--- src/rtl/adc_seq_pkg.sv ---
package adc_seq_pkg;

  typedef enum logic [2:0] {
    ST_IDLE,
    ST_SETUP,
    ST_PULSE,
    ST_WFALL,
    ST_WRISE
  } seq_state_t;

  // Round a duration in ns up to whole clock cycles, never below one.
  function automatic int ns_to_cycles(input int dur_ns, input int period_ns);
    int c;
    c = (dur_ns + period_ns - 1) / period_ns;
    if (c < 1) c = 1;
    return c;
  endfunction

endpackage

--- src/rtl/adc_seq_sync.sv ---
module adc_seq_sync #(
  parameter int   STAGES  = 2,
  parameter logic RST_VAL = 1'b1
) (
  input  logic clk,
  input  logic rst_n,
  input  logic d,
  output logic q
);
  logic [STAGES-1:0] chain_q;

  generate
    for (genvar i = 0; i < STAGES; i++) begin : g_stage
      if (i == 0) begin : g_first
        always_ff @(posedge clk or negedge rst_n) begin
          if (!rst_n) chain_q[0] <= RST_VAL;
          else        chain_q[0] <= d;
        end
      end else begin : g_next
        always_ff @(posedge clk or negedge rst_n) begin
          if (!rst_n) chain_q[i] <= RST_VAL;
          else        chain_q[i] <= chain_q[i-1];
        end
      end
    end
  endgenerate

  assign q = chain_q[STAGES-1];
endmodule

--- src/rtl/adc_seq_trigger.sv ---
module adc_seq_trigger #(
  parameter int RATE_W = 16
) (
  input  logic              clk,
  input  logic              rst_n,
  input  logic              start_req,
  input  logic              auto_en,
  input  logic [RATE_W-1:0] rate_period,
  input  logic              take,
  output logic              pending
);
  logic [RATE_W-1:0] rate_cnt_q;
  logic              tick;
  logic              rate_on;

  assign rate_on = auto_en && (rate_period != '0);
  assign tick    = rate_on && (rate_cnt_q >= rate_period - RATE_W'(1));

  always_ff @(posedge clk or negedge rst_n) begin
    if (!rst_n) begin
      rate_cnt_q <= '0;
    end else if (!rate_on || tick) begin
      rate_cnt_q <= '0;
    end else begin
      rate_cnt_q <= rate_cnt_q + RATE_W'(1);
    end
  end

  // One-deep request memory; a fresh request wins over a same-cycle take.
  always_ff @(posedge clk or negedge rst_n) begin
    if (!rst_n) pending <= 1'b0;
    else        pending <= (pending && !take) || start_req || tick;
  end
endmodule

--- src/rtl/adc_seq_gap.sv ---
module adc_seq_gap #(
  parameter int GAP_CYC = 63
) (
  input  logic clk,
  input  logic rst_n,
  input  logic load,
  output logic gap_ok
);
  localparam int CW = $clog2(GAP_CYC + 1);
  localparam logic [CW-1:0] LAST = CW'(GAP_CYC - 1);

  logic [CW-1:0] cnt_q;

  always_ff @(posedge clk or negedge rst_n) begin
    if (!rst_n)           cnt_q <= LAST;
    else if (load)        cnt_q <= '0;
    else if (cnt_q < LAST) cnt_q <= cnt_q + CW'(1);
  end

  assign gap_ok = (cnt_q >= LAST);
endmodule

--- src/rtl/adc_conv_seq.sv ---
module adc_conv_seq
  import adc_seq_pkg::*;
#(
  parameter int CLK_PERIOD_NS = 20,
  parameter int PULSE_NS      = 40,
  parameter int SETUP_NS      = 10,
  parameter int GAP_NS        = 1250,
  parameter int BUSY_FALL_TMO = 16,
  parameter int BUSY_RISE_TMO = 64,
  parameter int DATA_W        = 12,
  parameter int EXT_W         = 16,
  parameter int RATE_W        = 16,
  parameter int SYNC_STAGES   = 2
) (
  input  logic              clk,
  input  logic              rst_n,
  input  logic              start_req,
  input  logic              auto_en,
  input  logic [RATE_W-1:0] rate_period,
  output logic              conv_cs_n,
  output logic              conv_rc_n,
  input  logic              conv_busy,
  input  logic [DATA_W-1:0] conv_data,
  output logic              res_valid,
  input  logic              res_ready,
  output logic [DATA_W-1:0] res_code,
  output logic [EXT_W-1:0]  res_ext,
  output logic              tmo_err
);
  localparam int PULSE_CYC = ns_to_cycles(PULSE_NS, CLK_PERIOD_NS);
  localparam int SETUP_CYC = ns_to_cycles(SETUP_NS, CLK_PERIOD_NS);
  localparam int GAP_CYC   = ns_to_cycles(GAP_NS, CLK_PERIOD_NS);
  localparam int MAX_A     = (SETUP_CYC > PULSE_CYC) ? SETUP_CYC : PULSE_CYC;
  localparam int MAX_B     = (BUSY_FALL_TMO > BUSY_RISE_TMO) ? BUSY_FALL_TMO : BUSY_RISE_TMO;
  localparam int PH_MAX    = (MAX_A > MAX_B) ? MAX_A : MAX_B;
  localparam int PH_W      = $clog2(PH_MAX + 1);
  localparam int PAD_W     = EXT_W - DATA_W;

  localparam logic [PH_W-1:0] SETUP_LAST = PH_W'(SETUP_CYC - 1);
  localparam logic [PH_W-1:0] PULSE_LAST = PH_W'(PULSE_CYC - 1);
  localparam logic [PH_W-1:0] FALL_LAST  = PH_W'(BUSY_FALL_TMO - 1);
  localparam logic [PH_W-1:0] RISE_LAST  = PH_W'(BUSY_RISE_TMO - 1);
  localparam logic [PH_W-1:0] PH_TOP     = PH_W'(PH_MAX);

  logic            busy_s;
  logic            pending;
  logic            take;
  logic            gap_ok;
  logic            gap_load;
  logic            ph_clr;
  logic            tmo_d;
  logic            capture;
  seq_state_t      state_q, state_d;
  logic [PH_W-1:0] ph_q;

  logic              valid_q;
  logic [DATA_W-1:0] code_q;
  logic [EXT_W-1:0]  ext_q;
  logic              tmo_q;

  adc_seq_sync #(.STAGES(SYNC_STAGES), .RST_VAL(1'b1)) u_busy_sync (
    .clk   (clk),
    .rst_n (rst_n),
    .d     (conv_busy),
    .q     (busy_s)
  );

  adc_seq_trigger #(.RATE_W(RATE_W)) u_trigger (
    .clk         (clk),
    .rst_n       (rst_n),
    .start_req   (start_req),
    .auto_en     (auto_en),
    .rate_period (rate_period),
    .take        (take),
    .pending     (pending)
  );

  adc_seq_gap #(.GAP_CYC(GAP_CYC)) u_gap (
    .clk    (clk),
    .rst_n  (rst_n),
    .load   (gap_load),
    .gap_ok (gap_ok)
  );

  // Sequencing: select, setup, convert pulse, busy low, busy high.
  always_comb begin
    state_d  = state_q;
    ph_clr   = 1'b0;
    take     = 1'b0;
    gap_load = 1'b0;
    tmo_d    = 1'b0;
    capture  = 1'b0;
    unique case (state_q)
      ST_IDLE: begin
        if (pending && busy_s && !valid_q) begin
          take    = 1'b1;
          state_d = ST_SETUP;
          ph_clr  = 1'b1;
        end
      end
      ST_SETUP: begin
        if ((ph_q >= SETUP_LAST) && gap_ok) begin
          state_d  = ST_PULSE;
          ph_clr   = 1'b1;
          gap_load = 1'b1;
        end
      end
      ST_PULSE: begin
        if (ph_q == PULSE_LAST) begin
          state_d = ST_WFALL;
          ph_clr  = 1'b1;
        end
      end
      ST_WFALL: begin
        if (!busy_s) begin
          state_d = ST_WRISE;
          ph_clr  = 1'b1;
        end else if (ph_q == FALL_LAST) begin
          state_d = ST_IDLE;
          tmo_d   = 1'b1;
        end
      end
      ST_WRISE: begin
        if (busy_s) begin
          state_d = ST_IDLE;
          capture = 1'b1;
        end else if (ph_q == RISE_LAST) begin
          state_d = ST_IDLE;
          tmo_d   = 1'b1;
        end
      end
      default: state_d = ST_IDLE;
    endcase
  end

  always_ff @(posedge clk or negedge rst_n) begin
    if (!rst_n) begin
      state_q <= ST_IDLE;
      ph_q    <= '0;
      tmo_q   <= 1'b0;
    end else begin
      state_q <= state_d;
      tmo_q   <= tmo_d;
      if (ph_clr)              ph_q <= '0;
      else if (ph_q != PH_TOP) ph_q <= ph_q + PH_W'(1);
    end
  end

  // Result stage: hold until accepted.
  always_ff @(posedge clk or negedge rst_n) begin
    if (!rst_n) begin
      valid_q <= 1'b0;
      code_q  <= '0;
      ext_q   <= '0;
    end else if (capture) begin
      valid_q <= 1'b1;
      code_q  <= conv_data;
      ext_q   <= {{PAD_W{conv_data[DATA_W-1]}}, conv_data};
    end else if (valid_q && res_ready) begin
      valid_q <= 1'b0;
    end
  end

  assign conv_cs_n = (state_q == ST_IDLE);
  assign conv_rc_n = (state_q != ST_PULSE);
  assign res_valid = valid_q;
  assign res_code  = code_q;
  assign res_ext   = ext_q;
  assign tmo_err   = tmo_q;
endmodule

--- config.mk ---
export PLATFORM = sky130hd
export DESIGN_NAME = adc_conv_seq
export DESIGN_NICKNAME = d
export VERILOG_FILES = /design/src/rtl/adc_seq_pkg.sv /design/src/rtl/adc_seq_sync.sv /design/src/rtl/adc_seq_trigger.sv /design/src/rtl/adc_seq_gap.sv /design/src/rtl/adc_conv_seq.sv
export SDC_FILE = /design/constraint.sdc
export NUM_CORES = 1
export LEC_CHECK = 0
export CORE_MARGIN = 1
export CORE_UTILIZATION = 45
export CTS_CLUSTER_SIZE = 14
export DETAILED_ROUTE_END_ITERATION = 7
export GPL_TIMING_DRIVEN = 0
export PLACE_DENSITY = 0.81
export SLEW_MARGIN = 20
export SYNTH_ARGS = -nofsm -noshare
export SYNTH_HDL_FRONTEND = slang
export SYNTH_SLANG_ARGS = --single-unit
--- constraint.sdc ---
create_clock -name clk -period 2.4 [get_ports clk]
set_clock_uncertainty 0.2 [all_clocks]
set_input_delay 0.48 -clock clk [delete_from_list [all_inputs] [get_ports clk]]
set_output_delay 0.48 -clock clk [all_outputs]
set_load 0.02 [all_outputs]
Word-level counts from Yosys, hierarchy flattened
Index checks and enable logic that the tools add are counted.
{"block": "op_classes", "addsub": 4, "magnitude_cmp": 4, "n_eq_ne": 14, "muxes": 29, "reduce_logical": 19}
{"op": "$mux W3", "count": 7}
{"op": "$add A16 B1 Y16 const B", "count": 1}
{"op": "$ge A16 B16 Y1", "count": 1}
{"op": "$mux W16", "count": 1}
{"op": "$reduce_bool A16 Y1", "count": 1}
{"op": "$sub A16 B1 Y16 const B", "count": 1}
{"op": "$pmux W3 S5", "count": 1}
{"op": "$mux W1", "count": 14}
{"op": "$mux W7", "count": 2}
{"op": "$mux W6", "count": 2}
{"op": "$add A7 B1 Y7 const B", "count": 1}
{"op": "$eq A7 B1 Y1 const B", "count": 1}
{"op": "$eq A7 B4 Y1 const B", "count": 1}
{"op": "$eq A7 B6 Y1 const B", "count": 1}
{"op": "$ge A7 B1 Y1 const B", "count": 1}
{"op": "$logic_and A1 B1 Y1", "count": 7}
{"op": "$ne A7 B7 Y1 const B", "count": 1}
{"op": "$add A6 B1 Y6 const B", "count": 1}
{"op": "$eq A3 B2 Y1 const B", "count": 2}
{"op": "$ge A6 B6 Y1 const B", "count": 1}
{"op": "$lt A6 B6 Y1 const B", "count": 1}
{"op": "$ne A3 B2 Y1 const B", "count": 2}
{"op": "$reduce_bool A2 Y1", "count": 3}
{"op": "$reduce_and A5 Y1", "count": 1}
{"op": "other kinds (10)", "count": 15}
{"block": "totals", "reg_bits": 61, "input_bits": 34, "out_inout_bits": 32, "wordCells": 81}

Longest topological paths before layout
Gate-level depths: netlist of the first run.
{"block": "logic_depth", "depth_word": 8, "mapped_depth": 13, "mapped_depth_nobuf": 12}

Modules after synthesis
Synthesis of the first run repeated with hierarchy kept, for this count alone.
{"block": "hier_totals", "hier_cells": 301, "area_unflattened_um2": 3109.2}
{"module": "adc_seq_trigger", "n_inst": 1, "cells_per_inst": 156, "area_each_um2": 1402.6, "seq_area_each_um2": 425.4}
{"module": "adc_conv_seq", "n_inst": 1, "cells_per_inst": 116, "area_each_um2": 1342.5, "seq_area_each_um2": 600.6}
{"module": "adc_seq_gap", "n_inst": 1, "cells_per_inst": 27, "area_each_um2": 311.5, "seq_area_each_um2": 156.4}
{"module": "adc_seq_sync", "n_inst": 1, "cells_per_inst": 2, "area_each_um2": 52.6, "seq_area_each_um2": 52.6}

Worst setup path after synthesis of the first run
No wires, ideal clock.
{"block": "synth_timing", "kind": "input to register", "start": "in rate_period[0]", "end": "reg u_trigger.rate_cnt_q[10]", "setup_time_ns": 0.071, "arrival_time_ns": 3.041, "required_time_ns": 2.129, "setup_slack_ns": -0.913, "path_stages": 12, "n_path_buf": 1, "cell_sequence": "or4_4 > nor4_4 > nand3b_2 > nor4_2 > xnor2_1 > ha_1 > nand4_1 > nor3_1 > nor4_1 > nand4_2 > buf_2 > nor2_1"}
{"block": "synth_via", "elab_chain_cells": 5, "word_cells_on_any_way": 8, "cone_classes": "add/sub: 1; order compare: 1; mux: 1; reduce/logical: 5"}
{"item": "start, declared", "line_no": "adc_conv_seq.sv:19", "source": "input logic [RATE_W-1:0] rate_period,"}
{"item": "$sub A16 B1 Y16 / $reduce_bool A16 Y1 (equally long branches)", "line_no": "adc_seq_trigger.sv:17, adc_seq_trigger.sv:16"}
{"item": "$ge A16 B16 Y1 / $logic_and A1 B1 Y1 (equally long branches)", "line_no": "adc_seq_trigger.sv:17, adc_seq_trigger.sv:16"}
{"item": "$logic_and A1 B1 Y1 / $logic_not A1 Y1 (equally long branches)", "line_no": "adc_seq_trigger.sv:17, adc_seq_trigger.sv:22"}
{"item": "$logic_or A1 B1 Y1 (*)", "line_no": "adc_seq_trigger.sv:22", "source": "end else if (!rate_on || tick) begin"}
{"item": "$mux W16 (*)", "line_no": "adc_seq_trigger.sv:22"}
{"item": "end signal, assigned", "line_no": "adc_seq_trigger.sv:25", "source": "rate_cnt_q <= rate_cnt_q + RATE_W'(1);"}
{"item": "end, declared", "line_no": "adc_seq_trigger.sv:12", "source": "logic [RATE_W-1:0] rate_cnt_q;"}
Every way passes the cells marked *; elsewhere a longest branch is shown, timed or not.
A chain may end at the register's enable or synchronous reset.

Final worst setup path of the first run
{"block": "layout_timing", "start": "in rate_period[7]", "end": "reg u_trigger.rate_cnt_q[8]"}
The elaborated chain is that of the path after synthesis.

==> impl_metrics.prom, run 1 <==
# TYPE chip_impl_metric gauge
chip_impl_metric{name="clock_sinks",unit=""} 49
chip_impl_metric{name="synth_sequential_area_ratio",unit="%"} 41.4
chip_impl_metric{name="htreeDepth",unit=""} 2
chip_impl_metric{name="whs",unit="ns"} 0.169
chip_impl_metric{name="internal-power",unit="mW"} 1.42
chip_impl_info{name="clock_tree_from_tritoncts",value="done"} 1
chip_impl_metric{name="relSlewSlack",unit="%"} 68.1
chip_impl_metric{name="synth_edf_count",unit=""} 0
chip_impl_metric{name="timing.max_cap.violations",unit=""} 0
chip_impl_metric{name="ir_drop",unit="mV"} 0.437
chip_impl_info{name="mostFrequentLayoutCell",value="sky130_fd_sc_hd__clkdlybuf4s50_1"} 1
chip_impl_metric{name="die_width",unit="µm"} 83.4
chip_impl_metric{name="floorplan.io_pins",unit=""} 66
chip_impl_metric{name="p_seq_share",unit="%"} 50.5
chip_impl_metric{name="ant_nets",unit=""} 0
chip_impl_metric{name="clk_pin_slew",unit="ns"} 0.09
chip_impl_metric{name="hpwl",unit="mm"} 4.67
chip_impl_metric{name="finalCritPeriodShare",unit="%"} 136
chip_impl_metric{name="layout_min_cycle_time",unit="ns"} 3.27
chip_impl_metric{name="synthesis.area_per_instance",unit="µm²"} 9.88
chip_impl_metric{name="drt_wl_total",unit="mm"} 6.34
chip_impl_metric{name="report.final.setup_viol",unit=""} 17
chip_impl_metric{name="timing.critical_path.required",unit="ns"} 2.39
chip_impl_metric{name="routed-via-count",unit=""} 2505
chip_impl_info{name="layout_common_cells",value="54 x sky130_fd_sc_hd__clkdlybuf4s50_1, 42 x sky130_fd_sc_hd__dfrtp_1, 28 x sky130_fd_sc_hd__nor2_1, 26 x sky130_fd_sc_hd__buf_4"} 1
chip_impl_metric{name="wire_per_inst",unit="µm"} 13.6
chip_impl_metric{name="std_cell_rows",unit=""} 29
chip_impl_info{name="failing_checks",value="setup timing"} 1
chip_impl_metric{name="grt_start_max_net_pins",unit=""} 32
chip_impl_metric{name="grt_overflow_total",unit=""} 0
chip_impl_metric{name="antennaDiodeCount",unit=""} 0
chip_impl_metric{name="post-route-worst-setup-slack",unit="ns"} -0.869
chip_impl_metric{name="syn_nets",unit=""} 359
chip_impl_info{name="run_status",value="complete, but fails checks"} 1
chip_impl_metric{name="yosys_register_bits",unit=""} 49
chip_impl_metric{name="hold_violations",unit=""} 0
chip_impl_info{name="unrepaired_setup_endpoints_after_global_routing",value="yes"} 1
chip_impl_metric{name="dieHeight",unit="µm"} 83.4
chip_impl_metric{name="ctsLongestPathBuffers",unit=""} 2
chip_impl_metric{name="track_usage",unit="%"} 19.0
chip_impl_metric{name="flow.area_growth_from_synthesis",unit="%"} 39.4
chip_impl_info{name="worst_setup_path_end_kind",value="flip-flop"} 1
chip_impl_metric{name="synth_area",unit="µm²"} 2980
chip_impl_info{name="netlist_top_cells_area",value="sky130_fd_sc_hd__dfrtp_1 35%, sky130_fd_sc_hd__ha_1 9.6%, sky130_fd_sc_hd__dfstp_2 6.2%, sky130_fd_sc_hd__xnor2_1 6.2%, sky130_fd_sc_hd__nor2_1 5.4%"} 1
chip_impl_metric{name="port-buffer-count",unit=""} 65
chip_impl_metric{name="slew_violations",unit=""} 0
chip_impl_metric{name="design.final.nets",unit=""} 446
chip_impl_metric{name="power_density",unit="nW/µm²"} 463
chip_impl_info{name="synth-main-ff-cell",value="sky130_fd_sc_hd__dfrtp_1"} 1
chip_impl_metric{name="coreArea",unit="µm²"} 6390
chip_impl_metric{name="cp_slowest_stage_delay",unit="ns"} 0.51
chip_impl_info{name="cts.root.buffer_cell",value="sky130_fd_sc_hd__clkbuf_8"} 1
chip_impl_metric{name="fillerInstances",unit=""} 518
chip_impl_metric{name="leakage",unit="nW"} 1.88
chip_impl_metric{name="via_per_inst",unit=""} 5.36
chip_impl_metric{name="power.switching",unit="mW"} 0.507
chip_impl_info{name="worst-setup-path-type",value="in2reg"} 1
chip_impl_info{name="worst_min_delay_path_category",value="reg2reg"} 1
chip_impl_metric{name="synthCells",unit=""} 302
chip_impl_metric{name="maximum_clock_rate",unit="MHz"} 306
chip_impl_metric{name="worst_pin_slew",unit="ns"} 0.475
chip_impl_metric{name="synth.top_cell.area_share",unit="%"} 35.2
chip_impl_metric{name="worst_skew_pair.late_latency",unit="ns"} 0.30
chip_impl_metric{name="grt_pass1_vias",unit=""} 2391
chip_impl_metric{name="cts_buffer_count",unit=""} 5
chip_impl_metric{name="drive_gt1_share",unit="%"} 24.4
chip_impl_metric{name="asyncSetResetFlopFracSynth",unit="%"} 100
chip_impl_metric{name="synth.distinct_cells",unit=""} 49
chip_impl_metric{name="worst-endpoint-arrival",unit="ns"} 3.26
chip_impl_metric{name="final.setup.tns",unit="ns"} -14.48
chip_impl_metric{name="grt_antenna_before_repair",unit=""} 0
chip_impl_metric{name="first_iter_violations",unit=""} 55
chip_impl_metric{name="remaining_drc_errors",unit=""} 0
chip_impl_metric{name="start_util",unit="%"} 46.7
chip_impl_metric{name="power.switching_fraction",unit="%"} 26.4
chip_impl_metric{name="globalplace.congestion",unit=""} 0.858
chip_impl_info{name="timing.critical_path.slowest_stage_cell",value="sky130_fd_sc_hd__clkdlybuf4s50_1"} 1
chip_impl_metric{name="die-area",unit="µm²"} 6960
chip_impl_info{name="synth.largest_area_cell",value="sky130_fd_sc_hd__dfrtp_1"} 1
chip_impl_info{name="cp-start-kind",value="input port"} 1
chip_impl_info{name="crit_path_cell_trace",value="clkdlybuf4s50_1 > nor4_4 > and4b_1 > nand2_1 > xor2_1 > ha_1 > nand4_1 > buf_4 > a211oi_2 > nand4b_1 > nand4_4 > buf_8 > nor2_4"} 1
chip_impl_metric{name="share_clk_of_total_power",unit="%"} 31.1
chip_impl_metric{name="critPathMaxFanout",unit=""} 5
chip_impl_metric{name="power_frac_comb",unit="%"} 18.4
chip_impl_metric{name="synth_warnings",unit=""} 0
chip_impl_metric{name="preCtsSetupSlack",unit="ns"} -1.68
chip_impl_metric{name="global_route_wire_length_before_repair",unit="mm"} 10.7
chip_impl_metric{name="first_pass_iters",unit=""} 4
timing repair:
action / in CTS / in global routing
cloned: 1 / 0
endpoints found under the setup margin: 17 / 18
hold buffers: 1 / 0
hold endpoints to repair: 15 / 0
gates resized for setup: 38 / 27
buffers inserted: 7 / 6
pin swaps: 25 / 19
cells by family after synthesis:
kind of cell               share of synthesized area [%]
muxes                                               5.58
buffers and inverters                               6.29
adders and majority gates                           9.64
AOI/OAI and AO/OA                                   6.96
xor gates and xnor gates                            9.39
and+or+nand+nor                                     20.8
DFF                                                 41.4
cell type report:
class	instances	area [µm²]	share of cell area, %
Multi-Input combinational cell	220	1720	41.2
Buffer	20	149	3.58
Clock buffer	7	86.3	2.08
Tap cell	77	96.3	2.32
Inverter	13	48.8	1.17
Clock inverter	1	30.0	0.722
Timing Repair Buffer	80	798	19.2
Sequential cell	49	1230	29.7
power groups by stage:
stage / Sequential, mW / Combinational, mW / Clock [mW]
2_1_floorplan: 0.966 / 0.210 / 0
3_3_place_gp: 0.982 / 0.312 / 0
3_5_place_dp: 0.984 / 0.332 / 0
4_1_cts: 0.971 / 0.348 / 0.614
5_1_grt: 0.983 / 0.409 / 0.639
6_report: 0.972 / 0.355 / 0.597
metrics by stage:
| stage | total power [mW] | std cells | utilization, % | area (µm²) |
|---|---|---|---|---|
| floorplan | 1.18 | 302 | - | 3000 |
| global placement | 1.29 | 444 | 58.6 | 3740 |
| detailed placement | 1.32 | 445 | 58.9 | 3760 |
| CTS | 1.93 | 462 | 63.2 | 4030 |
| global route | 2.03 | 467 | 65.1 | 4160 |
| finish | 1.92 | 467 | 65.1 | 4160 |
layer usage:
metal  global-route usage, %  wire length (µm)  vias up
met2                    35.0              3280       95
met4                    5.55                89        0
met5                       0                 0        -
met3                    3.98               341       10
li1                        -                 -     1212
met1                    22.1              2630     1188
final timing paths:
path / startpoint / end / slack, ns / cells after the start
max in group asynchronous: rst_n / u_gap.cnt_q[3] / 0.97 / 3
max: rate_period[7] / u_trigger.rate_cnt_q[8] / -0.87 / 13
min in group asynchronous: rst_n / res_ext[9] / 0.45 / 2
max reg2reg: u_trigger.rate_cnt_q[0] / u_trigger.pending / -0.12 / 8
min: u_busy_sync.chain_q[0] / u_busy_sync.q / 0.17 / 0
min reg2reg: u_busy_sync.chain_q[0] / u_busy_sync.q / 0.17 / 0
synth_stat cells (4+ instances only):
cell type / count
sky130_fd_sc_hd__dfrtp_1: 42
sky130_fd_sc_hd__nor4_1: 4
sky130_fd_sc_hd__a21oi_1: 7
sky130_fd_sc_hd__xnor2_1: 21
sky130_fd_sc_hd__xor2_1: 11
sky130_fd_sc_hd__o21ai_0: 5
sky130_fd_sc_hd__nor3_1: 11
sky130_fd_sc_hd__nand4_1: 5
sky130_fd_sc_hd__buf_4: 16
sky130_fd_sc_hd__inv_1: 13
sky130_fd_sc_hd__mux2_2: 13
sky130_fd_sc_hd__nor2_1: 43
sky130_fd_sc_hd__ha_1: 23
sky130_fd_sc_hd__dfstp_2: 7
sky130_fd_sc_hd__nand2_1: 23
sky130_fd_sc_hd__nand3_1: 10
flip-flops by register name, summed over array words and instances, names as in the netlist, 3 cells and up:
signal	flops
ph_q	7
res_ext	12
state_q	3
u_trigger.rate_cnt_q	16
u_gap.cnt_q	6
worst max-delay path: cells and delay by family:
kind	cells	cell delay, ns
compound gates	1	0.14
xor+xnor	1	0.14
fa+ha+maj	1	0.29
buf+inv	3	0.87
simple gates	7	1.34
(Power assumes the default switching activity.)
==> inputs of run 2 (changes only) <==
Settings changed: PLACE_DENSITY 0.81 to 0.72.
==> impl_metrics.prom, run 2 (same netlist as run 1, synthesis figures left out) <==
# TYPE chip_impl_metric gauge
chip_impl_info{name="run_status",value="complete, but fails checks"} 1
chip_impl_info{name="failing_checks",value="setup timing"} 1
chip_impl_metric{name="leakage",unit="nW"} 1.81
chip_impl_metric{name="timing.critical_path.required",unit="ns"} 2.44
chip_impl_metric{name="timing.max_cap.violations",unit=""} 0
chip_impl_metric{name="globalplace.congestion",unit=""} 0.840
chip_impl_metric{name="fillerInstances",unit=""} 549
chip_impl_metric{name="drive_gt1_share",unit="%"} 21.4
chip_impl_info{name="worst-setup-path-type",value="in2reg"} 1
chip_impl_info{name="worst_min_delay_path_category",value="reg2reg"} 1
chip_impl_metric{name="slew_violations",unit=""} 0
chip_impl_metric{name="start_util",unit="%"} 46.7
chip_impl_metric{name="dieHeight",unit="µm"} 83.4
chip_impl_info{name="worst_setup_path_end_kind",value="flip-flop"} 1
chip_impl_metric{name="report.final.setup_viol",unit=""} 17
chip_impl_metric{name="share_clk_of_total_power",unit="%"} 31.0
chip_impl_metric{name="internal-power",unit="mW"} 1.39
chip_impl_metric{name="cts_buffer_count",unit=""} 5
chip_impl_metric{name="global_route_wire_length_before_repair",unit="mm"} 10.5
chip_impl_metric{name="place.detailed.instances",unit=""} 445
chip_impl_metric{name="first_pass_iters",unit=""} 4
chip_impl_metric{name="hpwl",unit="mm"} 4.56
chip_impl_metric{name="grt_antenna_before_repair",unit=""} 0
chip_impl_metric{name="grt_overflow_total",unit=""} 0
chip_impl_metric{name="p_seq_share",unit="%"} 50.9
chip_impl_metric{name="critPathMaxFanout",unit=""} 5
chip_impl_metric{name="preCtsSetupSlack",unit="ns"} -1.72
chip_impl_info{name="unrepaired_setup_endpoints_after_global_routing",value="yes"} 1
chip_impl_metric{name="hold_violations",unit=""} 0
chip_impl_metric{name="fin_cells",unit=""} 461
chip_impl_metric{name="worst_pin_slew",unit="ns"} 0.476
chip_impl_metric{name="wire_per_inst",unit="µm"} 12.9
chip_impl_metric{name="stdcell_area",unit="µm²"} 4030
chip_impl_metric{name="worst_skew_pair.late_latency",unit="ns"} 0.30
chip_impl_info{name="largest_register",value="u_trigger.rate_cnt_q"} 1
chip_impl_metric{name="grt_pass1_vias",unit=""} 2323
chip_impl_metric{name="die_width",unit="µm"} 83.4
chip_impl_metric{name="placedInstanceArea",unit="µm²"} 3760
chip_impl_metric{name="maximum_clock_rate",unit="MHz"} 314
chip_impl_metric{name="antennaDiodeCount",unit=""} 0
chip_impl_metric{name="flow.area_growth_from_synthesis",unit="%"} 35.1
chip_impl_metric{name="post-route-worst-setup-slack",unit="ns"} -0.783
chip_impl_metric{name="remaining_drc_errors",unit=""} 0
chip_impl_info{name="clock_tree_from_tritoncts",value="done"} 1
chip_impl_metric{name="worst-endpoint-arrival",unit="ns"} 3.23
chip_impl_metric{name="power_density",unit="nW/µm²"} 473
chip_impl_metric{name="ctsLongestPathBuffers",unit=""} 2
chip_impl_metric{name="ant_nets",unit=""} 0
chip_impl_metric{name="coreArea",unit="µm²"} 6390
chip_impl_metric{name="htreeDepth",unit=""} 2
chip_impl_metric{name="power.switching",unit="mW"} 0.520
chip_impl_metric{name="grt_start_max_net_pins",unit=""} 31
chip_impl_metric{name="drt_wl_total",unit="mm"} 5.93
chip_impl_metric{name="floorplan.io_pins",unit=""} 66
chip_impl_metric{name="clk_pin_slew",unit="ns"} 0.09
chip_impl_metric{name="clock_sinks",unit=""} 49
chip_impl_metric{name="final.setup.tns",unit="ns"} -12.94
chip_impl_info{name="cts.root.buffer_cell",value="sky130_fd_sc_hd__clkbuf_8"} 1
chip_impl_metric{name="ir_drop",unit="mV"} 0.346
chip_impl_metric{name="layout_min_cycle_time",unit="ns"} 3.18
chip_impl_metric{name="finalCritPeriodShare",unit="%"} 133
chip_impl_metric{name="routed-via-count",unit=""} 2418
chip_impl_info{name="cp-start-kind",value="input port"} 1
chip_impl_metric{name="power.switching_fraction",unit="%"} 27.3
chip_impl_metric{name="flip_flop_count_of_the_largest_register_after_layout",unit=""} 16
chip_impl_metric{name="relSlewSlack",unit="%"} 68.0
chip_impl_metric{name="port-buffer-count",unit=""} 65
chip_impl_metric{name="track_usage",unit="%"} 18.5
chip_impl_metric{name="design.final.nets",unit=""} 440
chip_impl_metric{name="std_cell_rows",unit=""} 29
chip_impl_metric{name="power_frac_comb",unit="%"} 18.2
chip_impl_info{name="mostFrequentLayoutCell",value="sky130_fd_sc_hd__clkdlybuf4s50_1"} 1
chip_impl_metric{name="via_per_inst",unit=""} 5.25
chip_impl_info{name="layout_common_cells",value="55 x sky130_fd_sc_hd__clkdlybuf4s50_1, 42 x sky130_fd_sc_hd__dfrtp_1, 32 x sky130_fd_sc_hd__nor2_1, 23 x sky130_fd_sc_hd__nand2_1, 23 x sky130_fd_sc_hd__ha_1"} 1
chip_impl_metric{name="first_iter_violations",unit=""} 96
chip_impl_metric{name="die-area",unit="µm²"} 6960
[run 2: area by class of cell]
type                       instances  area [µm²]  share of cell area, %
clock inverter                     3        46.3                   1.15
tap                               77        96.3                   2.39
inverter                          13        48.8                   1.21
multi-input combinational        220        1650                   41.0
clock buffer                       5        68.8                   1.71
timing repair buffer              74         741                   18.4
buffer                            20         145                   3.60
sequential                        49        1230                   30.6
[run 2: worst max-delay path: stages]
cell and delay [ns]:
sky130_fd_sc_hd__clkdlybuf4s50_1 0.48, sky130_fd_sc_hd__nor4_4 0.27, sky130_fd_sc_hd__buf_4 0.17, sky130_fd_sc_hd__nand3b_4 0.09
sky130_fd_sc_hd__nor4_4 0.16, sky130_fd_sc_hd__xnor2_1 0.16, sky130_fd_sc_hd__ha_1 0.27, sky130_fd_sc_hd__nand4_1 0.20
sky130_fd_sc_hd__nor3_2 0.08, sky130_fd_sc_hd__nor4_2 0.32, sky130_fd_sc_hd__nand4_2 0.25, sky130_fd_sc_hd__buf_6 0.21
sky130_fd_sc_hd__nor2_4 0.09
[run 2: routing by layer]
metal  GRT usage (%)  vias to the layer above  routed length (µm)
li1                -                     1201                   -
met1            22.9                     1136                2630
met2            32.8                       73                2910
met3            3.68                        8                 293
met4            5.08                        0                  89
met5               0                        -                   0
[run 2: stage by stage]
step / hold slack (ns) / power [mW] / util, %
detailed placement: 0.162 / 1.31 / 58.9
CTS: 0.163 / 1.92 / 62.4
global route: 0.172 / 2.01 / 63.1
floorplan: -0.0156 / 1.18 / -
finish: 0.171 / 1.91 / 63.1
global placement: 0.162 / 1.30 / 58.6
[run 2: path summary, 6_finish.rpt]
kind	startpoint	end	slack (ns)	depth (start not counted)
worst min-delay path	u_busy_sync.chain_q[0]	u_busy_sync.q	0.17	0
min in group asynchronous	rst_n	tmo_err	0.45	2
max in group asynchronous	rst_n	u_gap.cnt_q[1]	0.96	3
worst max register to register	u_trigger.rate_cnt_q[0]	u_trigger.rate_cnt_q[12]	0.03	8
worst max-delay path	rate_period[9]	u_trigger.rate_cnt_q[12]	-0.78	13
worst min register to register	u_busy_sync.chain_q[0]	u_busy_sync.q	0.17	0
[run 2: what timing repair did]
item,4_1_cts,5_1_grt
setup endpoints to repair,18,17
endpoints found under the hold margin,16,0
setup buffers,5,1
hold buffers,1,0
gates resized for setup,34,14
gates cloned,1,0
pin swaps,25,10
[run 2: power by group through the flow]
| stage | sequential [mW] | clock, mW | combinational (mW) |
|---|---|---|---|
| after floorplan | 0.966 | 0 | 0.210 |
| after global placement | 0.983 | 0 | 0.314 |
| after detailed placement | 0.982 | 0 | 0.333 |
| after CTS | 0.969 | 0.607 | 0.348 |
| after global routing | 0.981 | 0.636 | 0.397 |
| final | 0.970 | 0.590 | 0.346 |
